**src/rtl/fim_pkg.sv**
```systemverilog
// Package: shared register addresses for the fast interrupt manager.
// Assumes a word-addressed 3-bit register port.
package fim_pkg;
    localparam int ADDR_W = 3;

    typedef enum logic [ADDR_W-1:0] {
        A_CORE_STAT  = 3'd0,
        A_REDIR_SET  = 3'd1,
        A_REDIR_CLR  = 3'd2,
        A_REDIR_STAT = 3'd3,
        A_FAST_VEC   = 3'd4,
        A_VEC0       = 3'd5,
        A_SPUR_VEC   = 3'd6,
        A_DBG_CTRL   = 3'd7
    } fim_addr_e;
endpackage

```
**src/rtl/fim_redirect_reg.sv**
```systemverilog
// Module: per-source redirect status bits with write-one set and clear.
// Assumes set and clear strobes never occur in the same cycle (one address per access).
// Source 0 is the dedicated fast source and carries no redirect bit.
module fim_redirect_reg #(
    parameter int NUM_SRC = 12
) (
    input  logic               clk,
    input  logic               rst_n,
    input  logic               set_stb,
    input  logic               clr_stb,
    input  logic [NUM_SRC-1:0] wbits,
    output logic [NUM_SRC-1:0] redir
);
    localparam logic [NUM_SRC-1:0] SETTABLE = {{(NUM_SRC-1){1'b1}}, 1'b0};

    logic [NUM_SRC-1:0] set_bits;
    assign set_bits = wbits & SETTABLE;

    for (genvar i = 0; i < NUM_SRC; i++) begin : g_bit
        if (i == 0) begin : g_fast
            // Source 0 never redirects.
            assign redir[i] = 1'b0;
        end else begin : g_norm
            logic bit_q;
            // Status bit: set by a one on set, cleared by a one on clear.
            always_ff @(posedge clk) begin
                if (!rst_n)
                    bit_q <= 1'b0;
                else if (set_stb && wbits[i])
                    bit_q <= 1'b1;
                else if (clr_stb && wbits[i])
                    bit_q <= 1'b0;
            end
            assign redir[i] = bit_q;
        end
    end

    AST_REDIR_SET_TAKES: assert property (@(posedge clk) disable iff (!rst_n)
        set_stb |=> ((redir & $past(set_bits)) == $past(set_bits)));

    AST_REDIR_CLR_TAKES: assert property (@(posedge clk) disable iff (!rst_n)
        clr_stb |=> ((redir & $past(wbits)) == '0));

    AST_REDIR_IDLE_STABLE: assert property (@(posedge clk) disable iff (!rst_n)
        (!set_stb && !clr_stb) |=> $stable(redir));
endmodule

```
**src/rtl/fim_request.sv**
```systemverilog
// Module: forms the fast request, the arbitration visibility vector and the
// three registered active-low request lines.
// Assumes pending/enabled come from conditioning logic that already applies
// edge or level detection, so a level source drops its pending bit itself.
module fim_request #(
    parameter int NUM_SRC = 12
) (
    input  logic               clk,
    input  logic               rst_n,
    input  logic [NUM_SRC-1:0] pend,
    input  logic [NUM_SRC-1:0] en,
    input  logic [NUM_SRC-1:0] redir,
    input  logic               norm_req,
    input  logic               dbg_mask,
    output logic [NUM_SRC-1:0] arb_vis,
    output logic               fast_act,
    output logic               fiq_n,
    output logic               irq_n,
    output logic               int_n
);
    localparam logic [NUM_SRC-1:0] NORMAL_MASK = {{(NUM_SRC-1){1'b1}}, 1'b0};

    logic [NUM_SRC-1:0] live;
    logic               fast_c;

    // Live sources and the fast request term.
    always_comb begin
        live    = pend & en;
        fast_c  = live[0] | (|(live & redir & NORMAL_MASK));
        arb_vis = live & ~redir & NORMAL_MASK;
    end

    // Registered request lines; debug gates only the two core lines.
    always_ff @(posedge clk) begin
        if (!rst_n) begin
            fast_act <= 1'b0;
            fiq_n    <= 1'b1;
            irq_n    <= 1'b1;
            int_n    <= 1'b1;
        end else begin
            fast_act <= fast_c;
            fiq_n    <= ~(fast_c & ~dbg_mask);
            irq_n    <= ~(norm_req & ~dbg_mask);
            int_n    <= ~(fast_c | norm_req);
        end
    end

    AST_FIQ_NEEDS_REQ: assert property (@(posedge clk) disable iff (!rst_n)
        !fiq_n |-> fast_act);

    AST_FIQ_QUIET: assert property (@(posedge clk) disable iff (!rst_n)
        !fast_c |=> fiq_n);

    AST_DBG_FORCES_HIGH: assert property (@(posedge clk) disable iff (!rst_n)
        dbg_mask |=> (fiq_n && irq_n));

    AST_INT_FOLLOWS: assert property (@(posedge clk) disable iff (!rst_n)
        (fast_c || norm_req) |=> !int_n);

    AST_IRQ_LINE: assert property (@(posedge clk) disable iff (!rst_n)
        (norm_req && !dbg_mask) |=> !irq_n);
endmodule

```
**src/rtl/fim_regs.sv**
```systemverilog
// Module: register port of the fast interrupt manager. Holds the source-0
// handler address, spurious vector and debug bit, decodes command strobes,
// returns read data and raises the source-0 clear pulse.
// Assumes read and write strobes are not both high in the same cycle.
module fim_regs
    import fim_pkg::*;
#(
    parameter int NUM_SRC = 12,
    parameter int DATA_W  = 32
) (
    input  logic               clk,
    input  logic               rst_n,
    input  logic               wr,
    input  logic               rd,
    input  logic [ADDR_W-1:0]  addr,
    input  logic [DATA_W-1:0]  wdata,
    input  logic [NUM_SRC-1:0] redir,
    input  logic               fast_act,
    input  logic               src0_edge,
    input  logic               fiq_n,
    input  logic               irq_n,
    output logic               set_stb,
    output logic               clr_stb,
    output logic               dbg_mask,
    output logic [DATA_W-1:0]  rdata,
    output logic               src0_clr
);
    fim_addr_e          a;
    logic [DATA_W-1:0]  vec0_q;
    logic [DATA_W-1:0]  spur_q;
    logic               dbg_q;
    logic               fvec_rd;

    assign a        = fim_addr_e'(addr);
    assign dbg_mask = dbg_q;

    // Command strobes towards the redirect status.
    always_comb begin
        set_stb = wr && (a == A_REDIR_SET);
        clr_stb = wr && (a == A_REDIR_CLR);
        fvec_rd = rd && (a == A_FAST_VEC);
    end

    // Stored read/write registers.
    always_ff @(posedge clk) begin
        if (!rst_n) begin
            vec0_q <= '0;
            spur_q <= '0;
            dbg_q  <= 1'b0;
        end else if (wr) begin
            case (a)
                A_VEC0:     vec0_q <= wdata;
                A_SPUR_VEC: spur_q <= wdata;
                A_DBG_CTRL: dbg_q  <= wdata[0];
                default:    ;
            endcase
        end
    end

    // Read data multiplexer, zero outside a read.
    always_comb begin
        rdata = '0;
        if (rd) begin
            case (a)
                A_CORE_STAT:  begin
                    rdata[0] = ~fiq_n;
                    rdata[1] = ~irq_n;
                end
                A_REDIR_STAT: rdata[NUM_SRC-1:0] = redir;
                A_FAST_VEC:   rdata = fast_act ? vec0_q : spur_q;
                A_VEC0:       rdata = vec0_q;
                A_SPUR_VEC:   rdata = spur_q;
                A_DBG_CTRL:   rdata[0] = dbg_q;
                default:      rdata = '0;
            endcase
        end
    end

    // Clear pulse for an edge-triggered source 0 on a true fast vector read.
    assign src0_clr = fvec_rd && fast_act && src0_edge && (redir == '0);

    AST_SPUR_READ: assert property (@(posedge clk) disable iff (!rst_n)
        (fvec_rd && !fast_act) |-> (rdata == spur_q));

    AST_CLR_NOT_SPURIOUS: assert property (@(posedge clk) disable iff (!rst_n)
        src0_clr |-> (rdata == vec0_q));
endmodule

```
**src/rtl/fast_irq_manager.sv**
```systemverilog
// Module: top of the fast interrupt manager. Connects the redirect status,
// request forming and register port.
// Assumes DATA_W is at least NUM_SRC and NUM_SRC is at least 2.
module fast_irq_manager
    import fim_pkg::*;
#(
    parameter int NUM_SRC = 12,
    parameter int DATA_W  = 32
) (
    input  logic               clk,
    input  logic               rst_n,
    input  logic               bus_wr,
    input  logic               bus_rd,
    input  logic [2:0]         bus_addr,
    input  logic [DATA_W-1:0]  bus_wdata,
    output logic [DATA_W-1:0]  bus_rdata,
    input  logic [NUM_SRC-1:0] src_pend,
    input  logic [NUM_SRC-1:0] src_en,
    input  logic               src0_edge,
    input  logic               norm_req,
    output logic [NUM_SRC-1:0] arb_vis,
    output logic               src0_clr,
    output logic               fiq_n,
    output logic               irq_n,
    output logic               int_n
);
    logic [NUM_SRC-1:0] redir;
    logic               set_stb;
    logic               clr_stb;
    logic               dbg_mask;
    logic               fast_act;

    fim_redirect_reg #(.NUM_SRC(NUM_SRC)) u_redir (
        .clk     (clk),
        .rst_n   (rst_n),
        .set_stb (set_stb),
        .clr_stb (clr_stb),
        .wbits   (bus_wdata[NUM_SRC-1:0]),
        .redir   (redir)
    );

    fim_request #(.NUM_SRC(NUM_SRC)) u_req (
        .clk      (clk),
        .rst_n    (rst_n),
        .pend     (src_pend),
        .en       (src_en),
        .redir    (redir),
        .norm_req (norm_req),
        .dbg_mask (dbg_mask),
        .arb_vis  (arb_vis),
        .fast_act (fast_act),
        .fiq_n    (fiq_n),
        .irq_n    (irq_n),
        .int_n    (int_n)
    );

    fim_regs #(.NUM_SRC(NUM_SRC), .DATA_W(DATA_W)) u_regs (
        .clk       (clk),
        .rst_n     (rst_n),
        .wr        (bus_wr),
        .rd        (bus_rd),
        .addr      (bus_addr),
        .wdata     (bus_wdata),
        .redir     (redir),
        .fast_act  (fast_act),
        .src0_edge (src0_edge),
        .fiq_n     (fiq_n),
        .irq_n     (irq_n),
        .set_stb   (set_stb),
        .clr_stb   (clr_stb),
        .dbg_mask  (dbg_mask),
        .rdata     (bus_rdata),
        .src0_clr  (src0_clr)
    );

    AST_ARB_HIDES_REDIR: assert property (@(posedge clk) disable iff (!rst_n)
        (arb_vis & redir) == '0);

    AST_CLR_ONLY_UNREDIRECTED: assert property (@(posedge clk) disable iff (!rst_n)
        src0_clr |-> (redir == '0));
endmodule

```
**config.mk**
```make
export PLATFORM = sky130hd
export DESIGN_NAME = fast_irq_manager
export DESIGN_NICKNAME = d
export VERILOG_FILES = /design/src/rtl/fim_pkg.sv /design/src/rtl/fim_redirect_reg.sv /design/src/rtl/fim_request.sv /design/src/rtl/fim_regs.sv /design/src/rtl/fast_irq_manager.sv
export SDC_FILE = /design/constraint.sdc
export NUM_CORES = 1
export LEC_CHECK = 0
export ABC_AREA = 0
export BUFFER_PORTS_ARGS = -buffer_cell sky130_fd_sc_hd__clkbuf_2
export CAP_MARGIN = 20
export CORE_MARGIN = 2
export CORE_UTILIZATION = 53
export CTS_CLUSTER_SIZE = 10
export DETAILED_ROUTE_END_ITERATION = 8
export GPL_ROUTABILITY_DRIVEN = 0
export PLACE_DENSITY = 0.81
export SLEW_MARGIN = 20
export SYNTH_ARGS = -nofsm -noshare
export SYNTH_HDL_FRONTEND = slang
export SYNTH_SLANG_ARGS = --single-unit
```
**constraint.sdc**
```tcl
create_clock -name clk -period 1.6 [get_ports clk]
set_input_delay 0.24 -clock clk [delete_from_list [all_inputs] [get_ports clk]]
set_output_delay 0.24 -clock clk [all_outputs]
set_load 0.1 [all_outputs]
```
==> impl_metrics.ini, run 1 <==
[status]
status = finished with violations
violations = negative setup slack

[job]
drv_cap = 0

[sta]
fin_crit_ps = 1950
slew_headroom = 0.638
period_share = 1.22
finalClockSkew_ps = 9.36
worstMarginPinSlew_ps = 546
finalSetupTns_ps = -7580
worst_slack_ps = -347
finalSetupViolCount = 33
maxSlewViolCount = 0
fmax_ghz = 0.513
rsz0062_at_grt = true
hold_viol_final = 0

[yosys]
synth_edf_count = 0
ys_seq_elements = 80
ys_seq_area_frac = 0.387
synthesis.area_sq_um = 4140
ys_types = 37
synth_nets = 607
async_flop_share = 0
yosys_warnings = 0
synth_area_per_cell_sq_um = 7.63
postSynthCellCount = 542
synthFlopType = dfxtp_1

[routing]
via_per_inst = 6.98
drc = 0
wl_per_cell_um = 25.0
first_pass_iters = 6
drt_iter0_drc = 641
ant_nets = 0
vias = 5384
finalWirelength_um = 19300

[die]
io_pins = 113
die-width_um = 92.4
dieArea_sq_um = 8530
coreArea_sq_um = 7650
std_cell_rows = 32
start_util = 0.541
die-height_um = 92.4

[critical_path]
crit_slowest_cell = dfxtp_2
critPathKind = register to output port
cp_cell_sequence = nor4_2, nand2_1, nor4_4, buf_12
ff2ff_path_depth = 4
critPathRequiredTime_ps = 1360
crit_path_max_incr_delay_ps = 340
critPathMaxFanout = 2
arrival_ps = 1710
crit_path_end_kind = output port
crit_path_start_kind = register

[clock_network]
cts_tree = built
hold_buffers = 0
cts-root-buf = clkbuf_8
h-tree-depth = 3
numCtsBuffers = 9
clkTransAtPathRegs_ps = 80
clk_latency_ps = 360
cts_buffer_depth = 2
cts.sinks = 80

[min_path]
hold_path_class = input port to register
hold_depth = 2

[layout]
final_nets = 730
fillers = 309
antennaDiodeCount = 0
final_cell_mix = nand2_1 (154), a21boi_1 (76), dfxtp_1 (75), clkbuf_2 (67), buf_12 (45)
syn2layout_area_growth_pct = 65.8
drive_above_1_share = 0.428
layout_commonest_cell = nand2_1

[power_and_ir_drop]
peakVddDrop_v = 0.000686
p_leak_nw = 2.29
p_per_area_nw_per_um2 = 684
p_total_w = 0.00469

[grt]
grt_antenna_before_repair = 0
grt_use_total = 0.410
grt_pass1_vias = 5123
overflow = 0
grt_max_degree = 37
grt_pass1_wl_um = 27100

[place]
hpwl_um = 9630
numPortBuffers = 111
repair_timing:
action                     CTS  global route
pin swaps                   29             4
setup endpoints to repair   36            33
cloned                       0             2
gates resized for setup     52            13
hold endpoints to repair     0             0
setup buffers                5             0
state kept, by name, summed over array words and instances (netlist names):
name	cells
u_req.fast_act	1
u_req.irq_n	1
u_regs.dbg_mask	1
u_redir.g_bit.g_norm.bit_q	11
u_req.fiq_n	1
u_regs.spur_q	32
u_regs.vec0_q	32
u_req.int_n	1
routing by layer:
metal / part of all wire / GRT usage / vias up
met4: 0.086 / 0.248 / 0
met5: 0 / 0 / -
met2: 0.48 / 0.691 / 531
met1: 0.33 / 0.487 / 2511
met3: 0.11 / 0.0724 / 189
li1: - / - / 2153
Yosys cell counts, types with 2 or more instances:
| cell type | number | area (sq um) |
|---|---|---|
| nand3_1 | 35 | 175 |
| o2111ai_1 | 32 | 280 |
| a21boi_1 | 75 | 563 |
| nand4b_1 | 2 | 17.5 |
| nor4_1 | 3 | 18.8 |
| a21oi_1 | 30 | 150 |
| buf_6 | 2 | 22.5 |
| nand4_1 | 5 | 31.3 |
| clkbuf_1 | 15 | 56.3 |
| and4b_1 | 2 | 20.0 |
| a32oi_1 | 11 | 96.3 |
| nor2b_1 | 3 | 18.8 |
| nor2_1 | 14 | 52.6 |
| buf_2 | 28 | 140 |
| nand2b_1 | 2 | 12.5 |
| buf_4 | 8 | 60.1 |
| o21ai_0 | 12 | 60.1 |
| dfxtp_1 | 80 | 1600 |
| inv_1 | 11 | 41.3 |
| nand2_1 | 155 | 582 |
through the flow:
stage	utilization	setup slack, ps	cells	hold slack [ps]	area, sq um
finish	0.897	-347	771	76.4	6860
global route	0.897	-361	771	65.7	6860
CTS	0.879	-207	769	49.7	6720
detailed placement	0.801	-209	749	413	6130
global placement	0.801	-167	749	414	6130
floorplan	-	-421	542	301	4860
cell type report:
type / count / area (sq um) / share of cell area
Timing Repair Buffer: 165 / 1720 / 0.251
Inverter: 12 / 45.0 / 0.00657
Clock buffer: 11 / 153 / 0.0223
Clock inverter: 4 / 51.3 / 0.00748
Tap cell: 102 / 128 / 0.0186
Multi-Input combinational cell: 397 / 3150 / 0.459
Sequential cell: 80 / 1610 / 0.235
final timing paths:
kind                                                startpoint                 to  slack, ps
worst max-delay path            u_redir.g_bit[10].g_norm.bit_q           src0_clr       -350
worst min-delay path                                  norm_req        u_req.irq_n         80
worst max register to register   u_redir.g_bit[7].g_norm.bit_q        u_req.int_n        210
worst min register to register               u_regs.spur_q[23]  u_regs.spur_q[23]        470
cells by family after synthesis:
group / share of synthesized area
and+or+nand+nor: 0.234
AOI/OAI and AO/OA: 0.295
DFF: 0.387
buffers and inverters: 0.0783
xor gates and xnor gates: 0.00212
muxes: 0.00242
other: 0.000906
critical path: cells and delay by family (launching register included):
family / cells / cell delay, ps
flip-flops: 1 / 340
buffers and inverters: 1 / 220
AND/OR/NAND/NOR: 3 / 790
report_power, final:
group / switching (W) / total [W] / internal [W]
sequential: 0.0000480 / 0.00208 / 0.00204
combinational: 0.000678 / 0.00100 / 0.000324
clock: 0.000797 / 0.00161 / 0.000812
Note: power is estimated with default switching activity, not from simulation.
==> run 2, diff against run 1 <==
--- a/config.mk
+++ b/config.mk
@@ -14,6 +14,7 @@
 export DETAILED_ROUTE_END_ITERATION = 8
 export GPL_ROUTABILITY_DRIVEN = 0
 export PLACE_DENSITY = 0.81
+export SKIP_LAST_GASP = 1
 export SLEW_MARGIN = 20
 export SYNTH_ARGS = -nofsm -noshare
 export SYNTH_HDL_FRONTEND = slang
==> impl_metrics.ini, run 2 (synthesis results as in run 1) <==
[grt]
grt_pass1_vias = 5077
grt_use_total = 0.389
grt_pass1_wl_um = 25900
grt_antenna_before_repair = 0
busiest_layer = met2
use_met2 = 0.668
overflow = 0
grt_use_met3 = 0.0716
use_met1 = 0.450
grt_max_degree = 37

[layout]
finalInstanceArea_sq_um = 6710
multi_input_area_sq_um = 3060
antennaDiodeCount = 0
stdcell_count = 769
final_cell_mix = nand2_1 (155), a21boi_1 (76), dfxtp_1 (75), clkbuf_2 (67), buf_12 (46)
layout_commonest_cell = nand2_1
drive_above_1_share = 0.412
largestRegisters = u_regs.spur_q x32, u_regs.vec0_q x32, u_redir.g_bit.g_norm.bit_q x11
final_nets = 728
regArea_sq_um = 1610
postLayoutCoreUtil = 0.878
syn2layout_area_growth_pct = 62.2
fillers = 346

[sta]
period_share = 1.17
hold_viol_final = 0
fmax_ghz = 0.533
worst_slack_ps = -277
maxSlewViolCount = 0
hold_slack_ps = 69.9
fin_crit_ps = 1880
finalClockSkew_ps = 5.55
worstMarginPinSlew_ps = 543
rsz0062_at_grt = true
finalSetupViolCount = 33
slew_headroom = 0.639

[routing]
drc = 0
first_pass_iters = 6
ant_nets = 0
wl_per_cell_um = 21.9
via_per_inst = 6.59
finalWirelength_um = 16900
drt_iter0_drc = 522
vias = 5064

[clock_network]
cts.sinks = 80
h-tree-depth = 3
cts_buffer_depth = 2
cts-root-buf = clkbuf_8
clkTransAtPathRegs_ps = 80
numCtsBuffers = 9
hold_buffers = 0
cts_tree = built
clk_latency_ps = 360

[place]
numPortBuffers = 111
place_ws_ps = -209
hpwl_um = 9630
placed_cell_area_sq_um = 6130
place_inst = 749

[critical_path]
crit_path_end_kind = output port
r2r_slack_ps = 320
critPathRequiredTime_ps = 1360
cp_cell_sequence = buf_12, buf_12, o2111ai_2, a21oi_4, buf_12
crit_path_start_kind = register
arrival_ps = 1640
crit_path_max_incr_delay_ps = 430
critPathKind = register to output port
critPathMaxFanout = 16
crit_slowest_cell = dfxtp_4
crit_top_cell = buf_12

[die]
coreArea_sq_um = 7650
die-height_um = 92.4
std_cell_rows = 32
die-width_um = 92.4
io_pins = 113
start_util = 0.541
dieArea_sq_um = 8530

[power_and_ir_drop]
p_leak_nw = 2.26
p_int_w = 0.00315
peakVddDrop_v = 0.000551
seqPwrFrac = 0.451
pwr-share-comb = 0.204
p_sw_w = 0.00146
swShare = 0.316
clkPwrFrac = 0.346
p_per_area_nw_per_um2 = 687

[status]
violations = negative setup slack
status = finished with violations

[job]
drv_cap = 0

[min_path]
hold_path_class = input port to register
[run 2: worst paths after layout]
check | depth (start not counted) | start | end
worst max-delay path | 5 | u_req.fast_act | bus_rdata[16]
worst min register to register | 2 | u_regs.vec0_q[27] | u_regs.vec0_q[27]
worst max register to register | 4 | u_redir.g_bit[7].g_norm.bit_q | u_req.fast_act
worst min-delay path | 2 | norm_req | u_req.irq_n
[run 2: critical path, delay by kind of cell (launching register included)]
kind,cells,cell delay [ps]
buffers and inverters,3,490
AO/OA/AOI/OAI,2,360
flip-flops,1,430
[run 2: timing repair]
item                       CTS  global route
setup endpoints to repair   36            33
resized for setup           40            11
setup buffers                5             0
hold endpoints to repair     0             0
pin swaps                   29             9
[run 2: layer usage]
metal,vias to the layer above,routed length (um)
li1,2154,-
met1,2384,5910
met3,119,1480
met4,0,1060
met2,407,8430
met5,-,0
[run 2: per-stage QoR]
stage               power (W)  setup TNS (ps)
finish                0.00461           -7760
global route          0.00471           -8790
CTS                   0.00452           -5680
detailed placement    0.00294           -3690
global placement      0.00291           -2570
floorplan             0.00267           -3110
[run 2: power groups by stage]
stage	clock network (W)	registers, W	logic (W)
6_report	0.00159	0.00208	0.000939
5_1_grt	0.00165	0.00208	0.000972
4_1_cts	0.00156	0.00207	0.000888
3_5_place_dp	0	0.00211	0.000823
3_3_place_gp	0	0.00211	0.000803
2_1_floorplan	0	0.00214	0.000528
[run 2: layout make-up]
| cell class | count | area share |
|---|---|---|
| tap | 102 | 0.0190 |
| multi-input combinational | 397 | 0.457 |
| inverter | 12 | 0.00671 |
| clock buffer | 11 | 0.0227 |
| timing repair buffer | 163 | 0.247 |
| sequential | 80 | 0.240 |
| clock inverter | 4 | 0.00764 |
==> run 3, diff against run 2 <==
==> constraint.sdc (replaced) <==
create_clock -name clk -period 1.6 [get_ports clk]
set_input_delay 0.08 -clock clk [delete_from_list [all_inputs] [get_ports clk]]
set_output_delay 0.08 -clock clk [all_outputs]
set_load 0.1 [all_outputs]
==> impl_metrics.ini, run 3 (synthesis results as in run 1) <==
[routing]
drt_iter0_drc = 658
via_per_inst = 6.71
ant_nets = 0
wl_per_cell_um = 23.0
first_pass_iters = 7
vias = 5190
finalWirelength_um = 17800
drc = 0

[sta]
maxSlewViolCount = 0
finalSetupViolCount = 33
slew_headroom = 0.634
fmax_ghz = 0.551
hold_viol_final = 0
period_share = 1.13
worst_slack_ps = -215
worstMarginPinSlew_ps = 551
fin_crit_ps = 1820
finalClockSkew_ps = 3.70
rsz0062_at_grt = true
hold_slack_ps = 12.9

[min_path]
hold_path_class = input port to register
hold_start = bus_wdata[6]

[layout]
syn2layout_area_growth_pct = 59.5
largestRegisters = u_regs.spur_q x32, u_regs.vec0_q x32, u_redir.g_bit.g_norm.bit_q x11
layout_commonest_cell = nand2_1
final_cell_mix = nand2_1 (155), clkbuf_2 (78), a21boi_1 (75), dfxtp_1 (74), buf_12 (42)
finalInstanceArea_sq_um = 6600
drive_above_1_share = 0.357
stdcell_count = 774
final_nets = 733
antennaDiodeCount = 0

[die]
die-height_um = 92.4
dieArea_sq_um = 8530
die-width_um = 92.4
coreArea_sq_um = 7650
std_cell_rows = 32
io_pins = 113
start_util = 0.541

[clock_network]
clkTransAtPathRegs_ps = 90
cts_tree = built
cts_buffer_depth = 2
h-tree-depth = 3
numCtsBuffers = 9
clk_latency_ps = 360
cts-root-buf = clkbuf_8
cts.sinks = 80

[critical_path]
crit_path_max_incr_delay_ps = 390
regToRegStartpoint = u_redir.g_bit[7].g_norm.bit_q
crit_slowest_cell = dfxtp_4
crit_path_start_kind = register
critPathRequiredTime_ps = 1520
cp_cell_sequence = nand2b_4, buf_8, nand3_2, a21oi_4, buf_12
cp-startpoint = u_req.fast_act
critPathKind = register to output port
crit_path_end_kind = output port
critPathMaxFanout = 14
arrival_ps = 1740

[power_and_ir_drop]
p_per_area_nw_per_um2 = 677
peakVddDrop_v = 0.000623
p_leak_nw = 2.24

[status]
violations = negative setup slack
status = finished with violations

[grt]
grt_pass1_wl_um = 25100
grt_pass1_vias = 5023
overflow = 0
grt_use_total = 0.374
grt_max_degree = 41
grt_antenna_before_repair = 0

[place]
placed_cell_area_sq_um = 5740
numPortBuffers = 111
place_inst = 730
hpwl_um = 9200

[job]
drv_cap = 0
run 3: routing by layer:
layer	track usage	up-vias	routed length, um
met4	0.240	0	1380
met2	0.645	451	8550
met1	0.430	2428	5990
li1	-	2163	-
met5	0	-	0
met3	0.0594	148	1860
run 3: area by class of cell:
class	count	area [sq um]
inverter	12	45.0
timing repair buffer	168	1690
multi-input combinational	397	2950
sequential	80	1610
clock inverter	4	47.5
clock buffer	11	131
tap	102	128
fill	363	1050
run 3: per-stage QoR:
stage | total power (W) | worst slack [ps] | utilization | TNS [ps]
global placement | 0.00284 | 180 | 0.751 | 0
finish | 0.00447 | -215 | 0.863 | -2170
detailed placement | 0.00286 | 58.5 | 0.751 | 0
global route | 0.00458 | -232 | 0.863 | -3130
CTS | 0.00434 | -87.3 | 0.844 | -635
floorplan | 0.00260 | -261 | - | -496
run 3: path summary, 6_finish.rpt:
path / to / slack, ps / depth (start not counted)
min: u_redir.g_bit[6].g_norm.bit_q / 10 / 3
max: bus_rdata[30] / -220 / 5
max reg2reg: u_req.fast_act / 260 / 4
min reg2reg: u_regs.spur_q[21] / 460 / 2
run 3: repair_timing:
| action | CTS | global route |
|---|---|---|
| hold endpoints to repair | 48 | 0 |
| setup endpoints to repair | 33 | 33 |
| pin swaps | 7 | 13 |
| setup buffers | 1 | 0 |
| gates cloned | 1 | 1 |
| gates resized for setup | 39 | 20 |
| hold buffers | 26 | 0 |
run 3: where the power goes:
group / internal [W] / switching (W)
sequential: 0.00204 / 0.0000492
clock: 0.000709 / 0.000750
combinational: 0.000301 / 0.000623
total: 0.00305 / 0.00142
run 3: worst max-delay path, delay by kind of cell, from the launching register on:
kind	cells	cell delay (ps)
flip-flops	1	390
buffers and inverters	2	380
AND/OR/NAND/NOR	2	310
AO/OA/AOI/OAI	1	290
